[src/rtl/cfgi2c_pkg.sv]
package cfgi2c_pkg;
  typedef enum logic [1:0] {
    ENG_IDLE = 2'd0,
    ENG_RECV = 2'd1,
    ENG_ACK  = 2'd2
  } eng_state_t;

  localparam int BYTE_W = 8;
endpackage

[src/rtl/cfgi2c_bus_sync.sv]
module cfgi2c_bus_sync #(
  parameter int STAGES = 2
) (
  input  logic clk,
  input  logic rst,
  input  logic scl_i,
  input  logic sda_i,
  output logic sda_o,
  output logic start_o,
  output logic stop_o,
  output logic scl_rise_o,
  output logic scl_fall_o
);
  logic [STAGES-1:0] scl_pipe;
  logic [STAGES-1:0] sda_pipe;
  logic              scl_q;
  logic              sda_q;
  logic              scl_s;
  logic              sda_s;

  always_ff @(posedge clk) begin
    if (rst) begin
      scl_pipe <= '1;
      sda_pipe <= '1;
      scl_q    <= 1'b1;
      sda_q    <= 1'b1;
    end else begin
      scl_pipe <= {scl_pipe[STAGES-2:0], scl_i};
      sda_pipe <= {sda_pipe[STAGES-2:0], sda_i};
      scl_q    <= scl_pipe[STAGES-1];
      sda_q    <= sda_pipe[STAGES-1];
    end
  end

  assign scl_s = scl_pipe[STAGES-1];
  assign sda_s = sda_pipe[STAGES-1];

  // bus conditions: SDA edge while SCL stays high
  assign start_o    = scl_s & scl_q & sda_q & ~sda_s;
  assign stop_o     = scl_s & scl_q & ~sda_q & sda_s;
  assign scl_rise_o = scl_s & ~scl_q;
  assign scl_fall_o = ~scl_s & scl_q;
  assign sda_o      = sda_s;
endmodule

[src/rtl/cfgi2c_byte_engine.sv]
module cfgi2c_byte_engine
  import cfgi2c_pkg::*;
#(
  parameter int         NUM_REGS    = 6,
  parameter int         DUMMY_BYTES = 2,
  parameter logic [6:0] DEV_ADDR    = 7'h69,
  parameter int         IDX_W       = $clog2(NUM_REGS)
) (
  input  logic              clk,
  input  logic              rst,
  input  logic              freeze_i,
  input  logic              start_i,
  input  logic              stop_i,
  input  logic              scl_rise_i,
  input  logic              scl_fall_i,
  input  logic              sda_i,
  output logic              sda_oe_o,
  output logic              wr_en_o,
  output logic [IDX_W-1:0]  wr_idx_o,
  output logic [BYTE_W-1:0] wr_data_o
);
  localparam int SEQ_MAX = 1 + DUMMY_BYTES + NUM_REGS;
  localparam int SEQ_W   = $clog2(SEQ_MAX + 1);
  localparam logic [SEQ_W-1:0]  FIRST_DATA = SEQ_W'(1 + DUMMY_BYTES);
  localparam logic [SEQ_W-1:0]  SEQ_LAST   = SEQ_W'(SEQ_MAX);
  localparam logic [BYTE_W-1:0] ADDR_WR    = {DEV_ADDR, 1'b0};

  eng_state_t        state;
  logic [SEQ_W-1:0]  seq_cnt;
  logic [3:0]        bit_cnt;
  logic [BYTE_W-1:0] shreg;

  always_ff @(posedge clk) begin
    wr_en_o <= 1'b0;
    if (rst) begin
      state     <= ENG_IDLE;
      sda_oe_o  <= 1'b0;
      seq_cnt   <= '0;
      bit_cnt   <= '0;
      shreg     <= '0;
      wr_idx_o  <= '0;
      wr_data_o <= '0;
    end else if (freeze_i || stop_i) begin
      state    <= ENG_IDLE;
      sda_oe_o <= 1'b0;
    end else if (start_i) begin
      state    <= ENG_RECV;
      sda_oe_o <= 1'b0;
      seq_cnt  <= '0;
      bit_cnt  <= '0;
    end else begin
      case (state)
        ENG_RECV: begin
          if (scl_rise_i && bit_cnt < 4'd8) begin
            shreg   <= {shreg[BYTE_W-2:0], sda_i};
            bit_cnt <= bit_cnt + 4'd1;
          end else if (scl_fall_i && bit_cnt == 4'd8) begin
            if (seq_cnt == '0) begin
              if (shreg == ADDR_WR) begin
                state    <= ENG_ACK;
                sda_oe_o <= 1'b1;
              end else begin
                state <= ENG_IDLE;
              end
            end else begin
              state    <= ENG_ACK;
              sda_oe_o <= 1'b1;
              if (seq_cnt >= FIRST_DATA && seq_cnt < SEQ_LAST) begin
                wr_en_o   <= 1'b1;
                wr_idx_o  <= IDX_W'(seq_cnt - FIRST_DATA);
                wr_data_o <= shreg;
              end
            end
          end
        end
        ENG_ACK: begin
          if (scl_fall_i) begin
            sda_oe_o <= 1'b0;
            state    <= ENG_RECV;
            bit_cnt  <= '0;
            if (seq_cnt != SEQ_LAST) seq_cnt <= seq_cnt + 1'b1;
          end
        end
        default: ;
      endcase
    end
  end
endmodule

[src/rtl/cfgi2c_reg_bank.sv]
module cfgi2c_reg_bank
  import cfgi2c_pkg::*;
#(
  parameter int                           NUM_REGS = 6,
  parameter int                           IDX_W    = $clog2(NUM_REGS),
  parameter logic [NUM_REGS*BYTE_W-1:0]   DEFAULTS = 48'hFFFF_FFFF_FF0C
) (
  input  logic                         clk,
  input  logic                         rst,
  input  logic                         freeze_i,
  input  logic                         wr_en_i,
  input  logic [IDX_W-1:0]             wr_idx_i,
  input  logic [BYTE_W-1:0]            wr_data_i,
  output logic [NUM_REGS*BYTE_W-1:0]   cfg_o
);
  for (genvar g = 0; g < NUM_REGS; g++) begin : g_reg
    logic [BYTE_W-1:0] byte_q;
    always_ff @(posedge clk) begin
      if (rst) begin
        byte_q <= DEFAULTS[g*BYTE_W +: BYTE_W];
      end else if (wr_en_i && !freeze_i && wr_idx_i == IDX_W'(g)) begin
        byte_q <= wr_data_i;
      end
    end
    assign cfg_o[g*BYTE_W +: BYTE_W] = byte_q;
  end
endmodule

[src/rtl/cfg_i2c_write_slave.sv]
module cfg_i2c_write_slave
  import cfgi2c_pkg::*;
#(
  parameter int                         NUM_REGS    = 6,
  parameter int                         DUMMY_BYTES = 2,
  parameter logic [6:0]                 DEV_ADDR    = 7'h69,
  parameter int                         SYNC_STAGES = 2,
  parameter logic [NUM_REGS*BYTE_W-1:0] DEFAULTS    = 48'hFFFF_FFFF_FF0C
) (
  input  logic                       clk,
  input  logic                       rst,
  input  logic                       scl_i,
  input  logic                       sda_i,
  input  logic                       pdn_i,
  output logic                       sda_oe_o,
  output logic [NUM_REGS*BYTE_W-1:0] cfg_o
);
  localparam int IDX_W = $clog2(NUM_REGS);

  logic              sda_s;
  logic              start_det;
  logic              stop_det;
  logic              scl_rise;
  logic              scl_fall;
  logic              wr_en;
  logic [IDX_W-1:0]  wr_idx;
  logic [BYTE_W-1:0] wr_data;

  cfgi2c_bus_sync #(.STAGES(SYNC_STAGES)) u_sync (
    .clk        (clk),
    .rst        (rst),
    .scl_i      (scl_i),
    .sda_i      (sda_i),
    .sda_o      (sda_s),
    .start_o    (start_det),
    .stop_o     (stop_det),
    .scl_rise_o (scl_rise),
    .scl_fall_o (scl_fall)
  );

  cfgi2c_byte_engine #(
    .NUM_REGS    (NUM_REGS),
    .DUMMY_BYTES (DUMMY_BYTES),
    .DEV_ADDR    (DEV_ADDR),
    .IDX_W       (IDX_W)
  ) u_engine (
    .clk        (clk),
    .rst        (rst),
    .freeze_i   (pdn_i),
    .start_i    (start_det),
    .stop_i     (stop_det),
    .scl_rise_i (scl_rise),
    .scl_fall_i (scl_fall),
    .sda_i      (sda_s),
    .sda_oe_o   (sda_oe_o),
    .wr_en_o    (wr_en),
    .wr_idx_o   (wr_idx),
    .wr_data_o  (wr_data)
  );

  cfgi2c_reg_bank #(
    .NUM_REGS (NUM_REGS),
    .IDX_W    (IDX_W),
    .DEFAULTS (DEFAULTS)
  ) u_bank (
    .clk       (clk),
    .rst       (rst),
    .freeze_i  (pdn_i),
    .wr_en_i   (wr_en),
    .wr_idx_i  (wr_idx),
    .wr_data_i (wr_data),
    .cfg_o     (cfg_o)
  );
endmodule

[config.mk]
export PLATFORM = sky130hd
export DESIGN_NAME = cfg_i2c_write_slave
export DESIGN_NICKNAME = d
export VERILOG_FILES = /design/src/rtl/cfgi2c_pkg.sv /design/src/rtl/cfgi2c_bus_sync.sv /design/src/rtl/cfgi2c_byte_engine.sv /design/src/rtl/cfgi2c_reg_bank.sv /design/src/rtl/cfg_i2c_write_slave.sv
export SDC_FILE = /design/constraint.sdc
export NUM_CORES = 1
export LEC_CHECK = 0
export ABC_AREA = 1
export CELL_PAD_IN_SITES_DETAIL_PLACEMENT = 1
export CELL_PAD_IN_SITES_GLOBAL_PLACEMENT = 2
export CORE_ASPECT_RATIO = 0.6
export CORE_UTILIZATION = 28
export DETAILED_ROUTE_END_ITERATION = 10
export GPL_TIMING_DRIVEN = 0
export PLACE_DENSITY_LB_ADDON = 0.1
export SYNTH_ARGS = -nofsm -noshare
export SYNTH_HDL_FRONTEND = slang
export SYNTH_HIERARCHICAL = 1
export SYNTH_SLANG_ARGS = --single-unit
export TNS_END_PERCENT = 20
[constraint.sdc]
create_clock -name clk -period 1.35 [get_ports clk]
set_input_delay 0.135 -clock clk [delete_from_list [all_inputs] [get_ports clk]]
set_output_delay 0.135 -clock clk [all_outputs]
set_load 0.05 [all_outputs]
-- After elaboration in Yosys (flattened, before gate mapping)
Cells that the tools add are included.
- flip-flop bits (word level): 85
- add/subtract/negate cells: 3
- magnitude comparators: 3
- equal/unequal tests: 18
- mux-type cells: 22
- bitwise gates (word level): 17
- reductions and logical operators: 29
- operators with widths (cell ; count):
    2-to-1 mux 4 bit ; 7
    AND reduction 4 bit ; 5
    logical AND 1 bit ; 10
    2-to-1 mux 2 bit ; 5
    NOT 1 bit ; 10
    inequality test 3 x 2 -> 1 bit (second input constant) ; 3
    adder 4 x 1 -> 4 bit (second input constant) ; 2
    == test 8 bit (second input constant) ; 1
    less-than comparator 4 bit (second input constant) ; 2
    case mux 4 bit (2 select lines) ; 1
    nonzero test 2 bit ; 4
    bitwise AND 1 bit ; 7
    2-to-1 mux 1 bit ; 7
    AND reduction 7 bit ; 1
    OR reduction 7 bit ; 1
    == test 3 x 2 -> 1 bit (second input constant) ; 2
    == test 3 bit (second input constant) ; 2
    inequality test 3 bit (second input constant) ; 2
    AND reduction 5 bit ; 1
    == test 4 bit (second input constant) ; 1
    >= comparator 4 x 2 -> 1 bit (second input constant) ; 1
    logical NOT 4 bit ; 1
    inequality test 2 x 1 -> 1 bit (second input constant) ; 2
    inequality test 4 bit (second input constant) ; 1
    13 further kinds ; 13

-- Depth between registers and ports, before layout
- depth after elaboration: 7
- depth in mapped cells: 11
- depth with buffers taken out: 11

-- Cells and area by module
Netlist, hierarchy kept.
- by module, submodules not included (module ; instances ; cells each ; area each (sq um) ; sequential area each (sq um)):
    cfgi2c_reg_bank ; 1 ; 240 ; 1826.8 ; 960.9
    cfgi2c_byte_engine ; 1 ; 243 ; 1717.9 ; 620.6
    cfgi2c_bus_sync ; 1 ; 24 ; 197.7 ; 120.1

-- Worst setup path after synthesis
No wires, ideal clock.
- path kind: register to register
- from: register u_engine.seq_cnt[0]
- to: register u_engine.wr_idx_o[2]
- setup time: 111 ps
- arrival: 1308 ps
- data required time: 1239 ps
- path slack: -69 ps
- stages on the path, launching flop included: 9
- clock period less this slack: 1419 ps
- cells stage by stage: dfxtp_1 inv_1 ha_1 nand2_1 nand2_1 nor2_2 nand3_1 nand2_1 nor2_2
- word-level cells in the longest chain between the ends: 3
- RTL lines (item ; line ; text):
    start: declaration ; cfgi2c_byte_engine.sv:29 ; logic [SEQ_W-1:0] seq_cnt;
    start signal: assignment ; cfgi2c_byte_engine.sv:81 ; if (seq_cnt != SEQ_LAST) seq_cnt <= seq_cnt + 1'b1;
    >= comparator 4 x 2 -> 1 bit, or another cell as far along ; cfgi2c_byte_engine.sv:68 ; if (seq_cnt >= FIRST_DATA && seq_cnt < SEQ_LAST) begin
    logical AND 1 bit / NOT 1 bit (equally long branches) ; - ;
    AND reduction 7 bit (no source line) ; - ;
    end signal: assignment ; cfgi2c_byte_engine.sv:70 ; wr_idx_o <= IDX_W'(seq_cnt - FIRST_DATA);
    end: declaration ; cfgi2c_byte_engine.sv:19 ; output logic [IDX_W-1:0] wr_idx_o,
Parallel ways exist; a longest one is shown, timed or not.
A chain may end at the register's enable or synchronous reset.

-- Worst setup path after layout
- from: register u_sync.scl_pipe[1]
- to: register u_engine.seq_cnt[1]
- RTL lines (item ; line ; text):
    start: declaration ; cfgi2c_bus_sync.sv:14 ; logic [STAGES-1:0] scl_pipe;
    start signal: assignment ; cfgi2c_bus_sync.sv:28 ; scl_pipe <= {scl_pipe[STAGES-2:0], scl_i};
    bitwise AND 1 bit (*) (3 in a row) ; cfgi2c_bus_sync.sv:39 ; assign start_o = scl_s & scl_q & sda_q & ~sda_s;
    net start_det ; cfg_i2c_write_slave.sv:21 ; logic start_det;
    nonzero test 2 bit (no source line) ; - ;
    AND reduction 4 bit (no source line) ; - ;
Mark *: on every way through the listed nets, which the timed path passes. The rest lies on a longest branch.

==> impl_results.md <==
- Status: finished, violations left
- Timing startpoint of the critical path: u_sync/scl_pipe[1]$_SDFF_PP1_
- Routed Antenna Nets: 0
- Worst EP required: 1610 ps
- Worst r2r dst: u_engine/seq_cnt[1]$_SDFFE_PP0P_
- DRC: 0
- R2R Setup Slk: -150 ps
- Worst Setup End Kind: flop
- Mean area per synthesized cell: 7.381 um2
- Final net count: 598
- Cell variety after synth: 27
- Die Wd: 151.3 um
- Grt ovf: 0
- Register area: about 1700 um2
- Top cell type's share of synthesized area: 45.47%
- Fillers: 1,588
- Sw frac: 24.05%
- Worst hold path class: in2reg
- Final Slew Violations: 0
- Proportion of layout cells with a drive suffix above 1: 32.21%
- Startpoint class of the critical path: flop
- Max_cap viols: 0
- Multi-input gate area: 1997 um2
- Combinational family with the most area after synthesis: simple AND/OR/NAND/NOR gates
- Worst Slack Setup Final: -146.3 ps
- Simple-gate share of the synthesized area: 41.36%
- Yosys reg bits: 85
- Worst setup path endpoint: u_engine/seq_cnt[1]$_SDFFE_PP0P_
- Vias: 3,497
- Ant. Diodes: 0
- Setup WS pre-CTS: -699.6 ps
- Psw: 1220 uW
- Clock share of power: a little under half
- CTS sink count: 85
- Total CTS buffers: 9
- XOR/XNOR Fraction of Synth Area: 0.2340%
- Fin Clk Skew: 5.675 ps
- Post-Syn Instances: just over 500
- Critical path class: reg2reg
- Comb pwr share: 4.5%
- Largest net degree at the start of global routing: 16
- DRT iter0 DRCs: 137
- Die Y: ~92 um
- Overall global routing resource usage: 17.79%
- # port buffers: 53
- 1st-pass router iterations: 4
- RSZ-0062 raised after global routing: yes
- CTS Root Cell: clkbuf_16
- R2R cell count: 9
- Yosys warns: 6
- Initial antenna violation count: 0
- HPWL Detailed: 8297 um
- Vias in the first global route: 3,517
- Reg-to-Reg Start: u_sync/scl_pipe[1]$_SDFF_PP1_
- Mux contribution to synthesized area: 0%
- Clock Path Buffers: 2
- Max IR drop VDD: roughly 0.00055 V
- Violated checks: negative setup slack
- Power per cell area: 1010 nW/um2
- Layout area overhead: 34.20%
- TritonCTS clock tree: built
- Min Tclk post-route: 1496 ps
- Sequential share of power: 49.8%
- Worst-path fanout max: 5
- Slew HR: roughly two thirds
- Clk_lat worst skew: 340 ps
- H-tree levels: 3
- Post-Synth Adder-Cell Area: 1.672%
- # IOs: 54
- Placement Rows: 32
- FMAX: 0.6683 GHz
- RePlAce Congestion: 0.7606
- Fin crit share: 110.8%
- Post-Syn Nets: approximately 520
- Core Util, Final: about 39%
- Leakage: 0.002198 uW
- Clock slew at reported path FFs: 60 ps
- Final setup viols: 28
- Die ar.: 13,850 um2
- Share of the yosys chip area belonging to registers: 45.47%
- Final wirelength: about 11,000 um
- Mapped Area: 3742 um2
- Core box area: 12,930 um2
- Slew at the pin with the worst max-slew slack: 502.9 ps
- Area contributors post-synth: dfxtp_1, nand2_1, nand3_1, inv_1, nor2_1
- Initial Utilization: 28.94%
- Yosys top cell by area: dfxtp_1
- Vias per inst: 4.583
- Final Hold Violating Endpoints: 0
- First-pass GRT wire length: 18,710 um
- CTS Hold Bufs: 0
- Routed len/inst: 14.79 um
- Compound-Gate Fraction of Synth Area: 3.845%
- Worst Path Arrival: 1760 ps
- Internal cell power: approximately 3900 uW
[worst max-delay path: stages, from the launching register on]
cell and delay [ps]:
dfxtp_4 380, nand2_4 70, nor2_4 190, inv_4 90
buf_6 130, nand4_1 140, inv_2 60, nor2_4 140
nand2_1 70, a21oi_1 140
[how the worst min path moves through the flow]
stage | slack (ps) | cells past startpoint | start | to
final | 360 | 2 | scl_i | u_sync/scl_pipe[0]$_SDFF_PP1_
after global routing | 370 | 2 | scl_i | u_sync/scl_pipe[0]$_SDFF_PP1_
after global placement | 390 | 1 | u_sync/sda_pipe[0]$_SDFF_PP1_ | u_sync/sda_pipe[1]$_SDFF_PP1_
after floorplan | 200 | 1 | rst | u_engine/seq_cnt[1]$_SDFFE_PP0P_
after detailed placement | 400 | 1 | u_sync/scl_pipe[0]$_SDFF_PP1_ | u_sync/scl_pipe[1]$_SDFF_PP1_
after CTS | 350 | 2 | scl_i | u_sync/scl_pipe[0]$_SDFF_PP1_
[metrics by stage]
step / power [uW] / hold slack (ps) / TNS [ps] / cell area, um2 / std cells
after floorplan: 2697 / 196.7 / 0 / 3760 / 507
after global placement: 2761 / 392.9 / -38560 / 4503 / 730
after detailed placement: 2762 / 398.0 / -37400 / 4503 / 730
after CTS: 5161 / 346.8 / -3195 / 5049 / 758
after global routing: 5300 / 369.3 / -5205 / 5022 / 763
final: 5074 / 362.3 / -2167 / 5022 / 763
[cells in the mapped netlist (all sizes together)]
library cell and count:
a21boi 2, nand3 90, nand4 10, o21ai 12
nor2 79, xor2 1, nor3 3, nand2 136
clkinv 1, dfxtp 85, or2 4, inv 53
clkbuf 5, buf 8, a21oi 13, ha 5
[what timing repair did]
item / in CTS / in global routing
endpoints found under the setup margin: 121 / 121
buffers inserted: 11 / 4
resized for setup: 149 / 98
pin swaps: 21 / 14
cloned: 1 / 1
[cell type report]
type | instances | share of cell area, %
repair buffers | 70 | 10.31
multi-input cells | 355 | 39.76
flip-flops and latches | 85 | 34.30
well taps | 170 | 4.235
plain buffers | 13 | 1.794
clock inverters | 6 | 0.9467
inverters | 54 | 4.086
clock buffers | 10 | 4.559
[metal layers]
layer  share of wire (%)  vias up  track usage (%)  wire length [um]
met2                  39       65            23.33              4362
li1                    -     1779                -                 -
met3                 5.0       11            4.221               568
met1                  55     1642            27.68              6228
met5                   0        -                0                 0
met4                 1.1        0            5.250               123
[kinds of logic after synthesis]
kind of cell | Yosys count
flip-flops | 85
AND/OR/NAND/NOR | 322
XOR/XNOR | 1
adder cells (fa/ha/maj) | 5
buffers and inverters | 67
AO/OA/AOI/OAI | 27
[registers in the layout (all words and copies together), names as in the netlist]
signal	flops
u_engine/shreg	8
u_sync/scl_pipe	2
u_sync/sda_pipe	2
u_engine/wr_idx_o	3
u_engine/wr_data_o	8
u_sync/sda_q	1
u_engine/seq_cnt	4
u_engine/state	2
u_engine/wr_en_o	1
u_engine/sda_oe_o	1
u_engine/bit_cnt	4
u_bank/g.byte_q	48
u_sync/scl_q	1
[cell usage in the layout, fill, tap and decap left out, types with 14 or more instances in the layout]
master,netlist,routed
buf_4,1,14
inv_1,50,39
nand2_1,131,118
clkbuf_2,0,39
dfxtp_1,85,74
nor2_4,15,27
nand3_1,87,86
nor2_1,47,37
nor2_2,17,15
[power by group through the flow]
| stage | clock network, uW | logic (uW) | registers [uW] |
|---|---|---|---|
| floorplan | 0 | 115 | 2580 |
| global placement | 0 | 177 | 2580 |
| detailed placement | 0 | 178 | 2580 |
| CTS | 2430 | 211 | 2520 |
| global route | 2520 | 252 | 2530 |
| finish | 2320 | 226 | 2530 |
(Power assumes the default switching activity.)
